**config.mk**
```make
export PLATFORM = sky130hd
export DESIGN_NAME = fault_latch
export DESIGN_NICKNAME = d
export VERILOG_FILES = /design/src/rtl/fault_latch_pkg.sv /design/src/rtl/fault_latch_ctrl.sv /design/src/rtl/fault_latch_dp.sv /design/src/rtl/fault_latch.sv
export SDC_FILE = /design/constraint.sdc
export NUM_CORES = 1
export LEC_CHECK = 0
export BUFFER_PORTS_ARGS = -buffer_cell sky130_fd_sc_hd__buf_2
export CAP_MARGIN = 30
export CORE_MARGIN = 2
export CORE_UTILIZATION = 30
export DETAILED_ROUTE_END_ITERATION = 16
export SLEW_MARGIN = 20
export SYNTH_ARGS = -nofsm -noshare
export SYNTH_HDL_FRONTEND = slang
export SYNTH_HIERARCHICAL = 1
export SYNTH_SLANG_ARGS = --single-unit
```
**constraint.sdc**
```tcl
create_clock -name clk -period 3.8 [get_ports clk]
set_clock_uncertainty 0.2 [all_clocks]
set_input_delay 0.38 -clock clk [delete_from_list [all_inputs] [get_ports clk]]
set_output_delay 0.38 -clock clk [all_outputs]
set_load 0.02 [all_outputs]
```
**src/rtl/fault_latch_pkg.sv**
```systemverilog
package fault_latch_pkg;
  parameter int unsigned FLT_W = 8;
  localparam int unsigned ERR_BIT = 0;
  localparam int unsigned PWR_BIT = FLT_W - 1;
  localparam logic [FLT_W-1:0] RST_VAL = FLT_W'(1) << PWR_BIT;

  // strobes from control to datapath
  typedef struct packed {
    logic [FLT_W-1:0] setBits;
    logic [FLT_W-1:0] clrBits;
    logic             sumSet;
    logic             sumClr;
  } fltStrobe_t;
endpackage

```
**src/rtl/fault_latch_ctrl.sv**
```systemverilog
module fault_latch_ctrl
  import fault_latch_pkg::*;
(
  input  logic [FLT_W-1:0] faultEvt,
  input  logic             errTxEmpty,
  input  logic             errWdog,
  input  logic             errBadCmd,
  input  logic             wrEn,
  input  logic [FLT_W-1:0] wrData,
  input  logic             sumClrWr,
  input  logic [FLT_W-1:0] faultRegQ,
  output fltStrobe_t       strb
);
  logic             errAny;
  logic [FLT_W-1:0] setVec;
  logic [FLT_W-1:0] clrVec;
  logic             regEmpty;

  assign errAny = errTxEmpty | errWdog | errBadCmd;

  // per-bit set/clear decode; events take priority over clears
  for (genvar i = 0; i < FLT_W; i++) begin : g_bit
    if (i == ERR_BIT) begin : g_err
      assign setVec[i] = faultEvt[i] | errAny;
    end else begin : g_plain
      assign setVec[i] = faultEvt[i];
    end
    assign clrVec[i] = wrEn & wrData[i] & ~setVec[i];
  end

  assign regEmpty = (faultRegQ == '0);

  always_comb begin
    strb         = '0;
    strb.setBits = setVec;
    strb.clrBits = clrVec;
    strb.sumSet  = |setVec;
    strb.sumClr  = sumClrWr & regEmpty & ~(|setVec);
  end
endmodule

```
**src/rtl/fault_latch_dp.sv**
```systemverilog
module fault_latch_dp
  import fault_latch_pkg::*;
(
  input  logic             clk,
  input  logic             rstN,
  input  fltStrobe_t       strb,
  input  logic [FLT_W-1:0] faultMask,
  input  logic             alertMaskGlobal,
  output logic [FLT_W-1:0] faultReg,
  output logic             faultSum,
  output logic             alertN
);
  logic maskedHit;

  always_ff @(posedge clk or negedge rstN) begin
    if (!rstN) begin
      faultReg <= RST_VAL;
      faultSum <= 1'b1;
    end else begin
      faultReg <= (faultReg & ~strb.clrBits) | strb.setBits;
      if (strb.sumSet)      faultSum <= 1'b1;
      else if (strb.sumClr) faultSum <= 1'b0;
    end
  end

  assign maskedHit = |(faultReg & faultMask);
  assign alertN    = ~(faultSum & alertMaskGlobal & maskedHit);

  for (genvar i = 0; i < FLT_W; i++) begin : g_chk
    p_sticky_r1: assert property (@(posedge clk) disable iff (!rstN)
      faultReg[i] && !strb.clrBits[i] |=> faultReg[i]);
    p_event_wins_r6: assert property (@(posedge clk) disable iff (!rstN)
      strb.setBits[i] |=> faultReg[i]);
  end

  p_sum_covers_r3: assert property (@(posedge clk) disable iff (!rstN)
    (|faultReg) |-> faultSum);
  p_alert_gate_r4: assert property (@(posedge clk) disable iff (!rstN)
    !alertN |-> (faultSum && alertMaskGlobal && (faultReg != '0)));
  p_sum_clr_guard_r5: assert property (@(posedge clk) disable iff (!rstN)
    $fell(faultSum) |-> ($past(faultReg) == '0));
endmodule

```
**src/rtl/fault_latch.sv**
```systemverilog
module fault_latch
  import fault_latch_pkg::*;
(
  input  logic             clk,
  input  logic             rstN,
  input  logic [FLT_W-1:0] faultEvt,
  input  logic             errTxEmpty,
  input  logic             errWdog,
  input  logic             errBadCmd,
  input  logic             wrEn,
  input  logic [FLT_W-1:0] wrData,
  input  logic [FLT_W-1:0] faultMask,
  input  logic             alertMaskGlobal,
  input  logic             sumClrWr,
  output logic [FLT_W-1:0] faultReg,
  output logic             faultSum,
  output logic             alertN
);
  fltStrobe_t strb;

  fault_latch_ctrl u_ctrl (
    .faultEvt  (faultEvt),
    .errTxEmpty(errTxEmpty),
    .errWdog   (errWdog),
    .errBadCmd (errBadCmd),
    .wrEn      (wrEn),
    .wrData    (wrData),
    .sumClrWr  (sumClrWr),
    .faultRegQ (faultReg),
    .strb      (strb)
  );

  fault_latch_dp u_dp (
    .clk            (clk),
    .rstN           (rstN),
    .strb           (strb),
    .faultMask      (faultMask),
    .alertMaskGlobal(alertMaskGlobal),
    .faultReg       (faultReg),
    .faultSum       (faultSum),
    .alertN         (alertN)
  );

  p_err_fold_r8: assert property (@(posedge clk) disable iff (!rstN)
    (errTxEmpty || errWdog || errBadCmd) |=> faultReg[ERR_BIT]);
  p_sum_set_r9: assert property (@(posedge clk) disable iff (!rstN)
    (faultEvt != '0) |=> faultSum);
endmodule

```
==> results_dict.tcl <==
set metrics [dict create \
    fp.dieW_um 46.8 \
    grt_first_pass_wirelength_mm 2.04 \
    rsz0062_at_grt "no" \
    final_common_cell "buf_2" \
    io_pins 42 \
    grt.total_usage 0.138 \
    nFillCells 186 \
    status "complete, no violations" \
    final_nets 135 \
    dieArea_um2 2190 \
    tightest_slew_ps 358 \
    drt_pass1_iterations 4 \
    start_kind "register" \
    htree_levels 1 \
    ant_nets 0 \
    max-vdd-ir-drop_mv 0.127 \
    cts_setup_buffers 0 \
    syn_inst 63 \
    syn_avg_cell_area_um2 8.72 \
    hold_ws_ps 132 \
    slew_headroom 0.759 \
    placed_area_um2 733 \
    dr_total_vias 549 \
    hold_violations 0 \
    finalWorstSetupSlack_ps 1940 \
    dp_cells 122 \
    clk_pin_slew_ps 60 \
    cts_buffer_depth 2 \
    overflow 0 \
    worstSetupPathType "reg2out" \
    yosysSeqAreaShare 0.415 \
    numCtsBuffers 3 \
    synth_cell_types 17 \
    synth_seq_cells 9 \
    hp-class "in2reg" \
    setup_tns_ps 0 \
    antenna_found_initial 0 \
    design_area_um2 769 \
    drive_gt1_frac 0.490 \
    wl_per_cell_um 10.8 \
    worstSkewPairLatency_ps 260 \
    cpMaxStageDelayCell "dfstp_2" \
    mostFrequentLayoutCells "buf_2 (41), inv_1 (10), a21o_1 (8)" \
    layoutNonFillerInstCount 127 \
    arrival_ps 1280 \
    min_period_ps 1860 \
    synth_edf_count 0 \
    grt_max_degree 10 \
    pre_cts_slack_ps 2180 \
    netlist_area_um2 549 \
    final_core_util 0.446 \
    routed_wl_mm 1.37 \
    ys_async_sr_fraction 1.00 \
    core-area_um2 1730 \
    cts_tree "yes" \
    initial_core_util 0.318 \
    power_density_nw_per_um2 287 \
    synth_nets 95 \
    antenna_cells 0 \
    multi_input_area_um2 231 \
    areaGrowthSynthToFinish_pct 40.1 \
    drt_first_iter_violations 5 \
    io_buffers 41 \
    p_leak_nw 0.355 \
    critPathCaptureType "output port" \
    cts_root_buf "clkbuf_4" \
    fmax_mhz 539 \
    vias_per_cell 4.32 \
    path_cells "a22oi_1 > a41o_1 > buf_2" \
    grt_pass1_vias 490 \
    slew_viol_final 0 \
    gp_congestion 0.766 \
    slowest_delay_ps 550 \
    synthFlopType "dfrtp_1" \
    dpl.hpwl_mm 1.13 \
    finalSetupViolations 0 \
    worst_ep_required_time_ps 3220 \
    path_max_fanout 4 \
    area.sequential_um2 228 \
    fin_crit_sh 0.488 \
    cap_violations 0 \
    ys_warn_count 6 \
    die_h_um 46.8 \
    clock_sinks 9 \
    num_rows 15 \
    total_power_uw 221 \
    route.detailed.drc 0 \
]
-- routing by layer --
layer | up-vias | track usage | part of all wire
li1 | 286 | - | -
met2 | 25 | 0.214 | 0.46
met3 | 0 | 0.0385 | 0.076
met5 | - | 0 | 0
met1 | 238 | 0.177 | 0.46
met4 | 0 | 0.0667 | 0
-- worst paths after layout --
check	from	to	slack [ps]	cells past startpoint
setup / recovery	u_dp/faultReg[7]$_DFF_PN1_	alertN	1940	3
hold / removal	faultEvt[4]	u_dp/faultReg[4]$_DFF_PN0_	130	2
setup reg to reg	u_dp/faultReg[5]$_DFF_PN0_	u_dp/faultSum$_DFFE_PN1P_	2400	5
hold reg to reg	u_dp/faultSum$_DFFE_PN1P_	u_dp/faultSum$_DFFE_PN1P_	320	1
max in group asynchronous	rstN	u_dp/faultSum$_DFFE_PN1P_	2850	2
min in group asynchronous	rstN	u_dp/faultReg[3]$_DFF_PN0_	300	2
-- registers in the layout, indices dropped and copies added, names as in the netlist --
signal / flops
u_dp/faultReg: 8
u_dp/faultSum: 1
-- layout make-up --
cell class | count | area share
clock buffer | 4 | 0.0341
tap | 25 | 0.0407
inverter | 10 | 0.0488
multi-input combinational | 37 | 0.301
timing repair buffer | 42 | 0.280
sequential | 9 | 0.296
-- worst max-delay path, delay by kind of cell, from the launching register on --
| family | cells | cell delay, ps |
|---|---|---|
| AOI/OAI and AO/OA | 2 | 310 |
| buffers and inverters | 1 | 160 |
| DFF | 1 | 550 |
-- power breakdown --
group	switching [mW]	total (mW)	internal, mW
clock	0.0324	0.0728	0.0404
sequential	0.00423	0.104	0.100
combinational	0.0217	0.0437	0.0220
-- cells in the mapped netlist, types with 2 or more instances --
library cell   n  area share
nor4_1         2       0.023
nor3_1         2       0.018
dfstp_2        2       0.096
dfrtp_1        7        0.32
a21o_1         8        0.11
buf_4          7       0.096
inv_1         10       0.068
nor2_1         7       0.048
nand2_1        7       0.048
a22oi_1        4       0.055
-- kinds of logic after synthesis --
logic type | after synthesis | synth area share
and+or+nand+nor | 23 | 0.223
buffers and inverters | 17 | 0.164
AOI/OAI and AO/OA | 14 | 0.198
DFF | 9 | 0.415
-- what timing repair did --
item                                   CTS  global route
endpoints found under the hold margin    9             0
hold buffers                             1             0
gates resized for setup                  0             0
setup endpoints to repair                0             0
No activity file was read; power rests on OpenSTA's default activity.
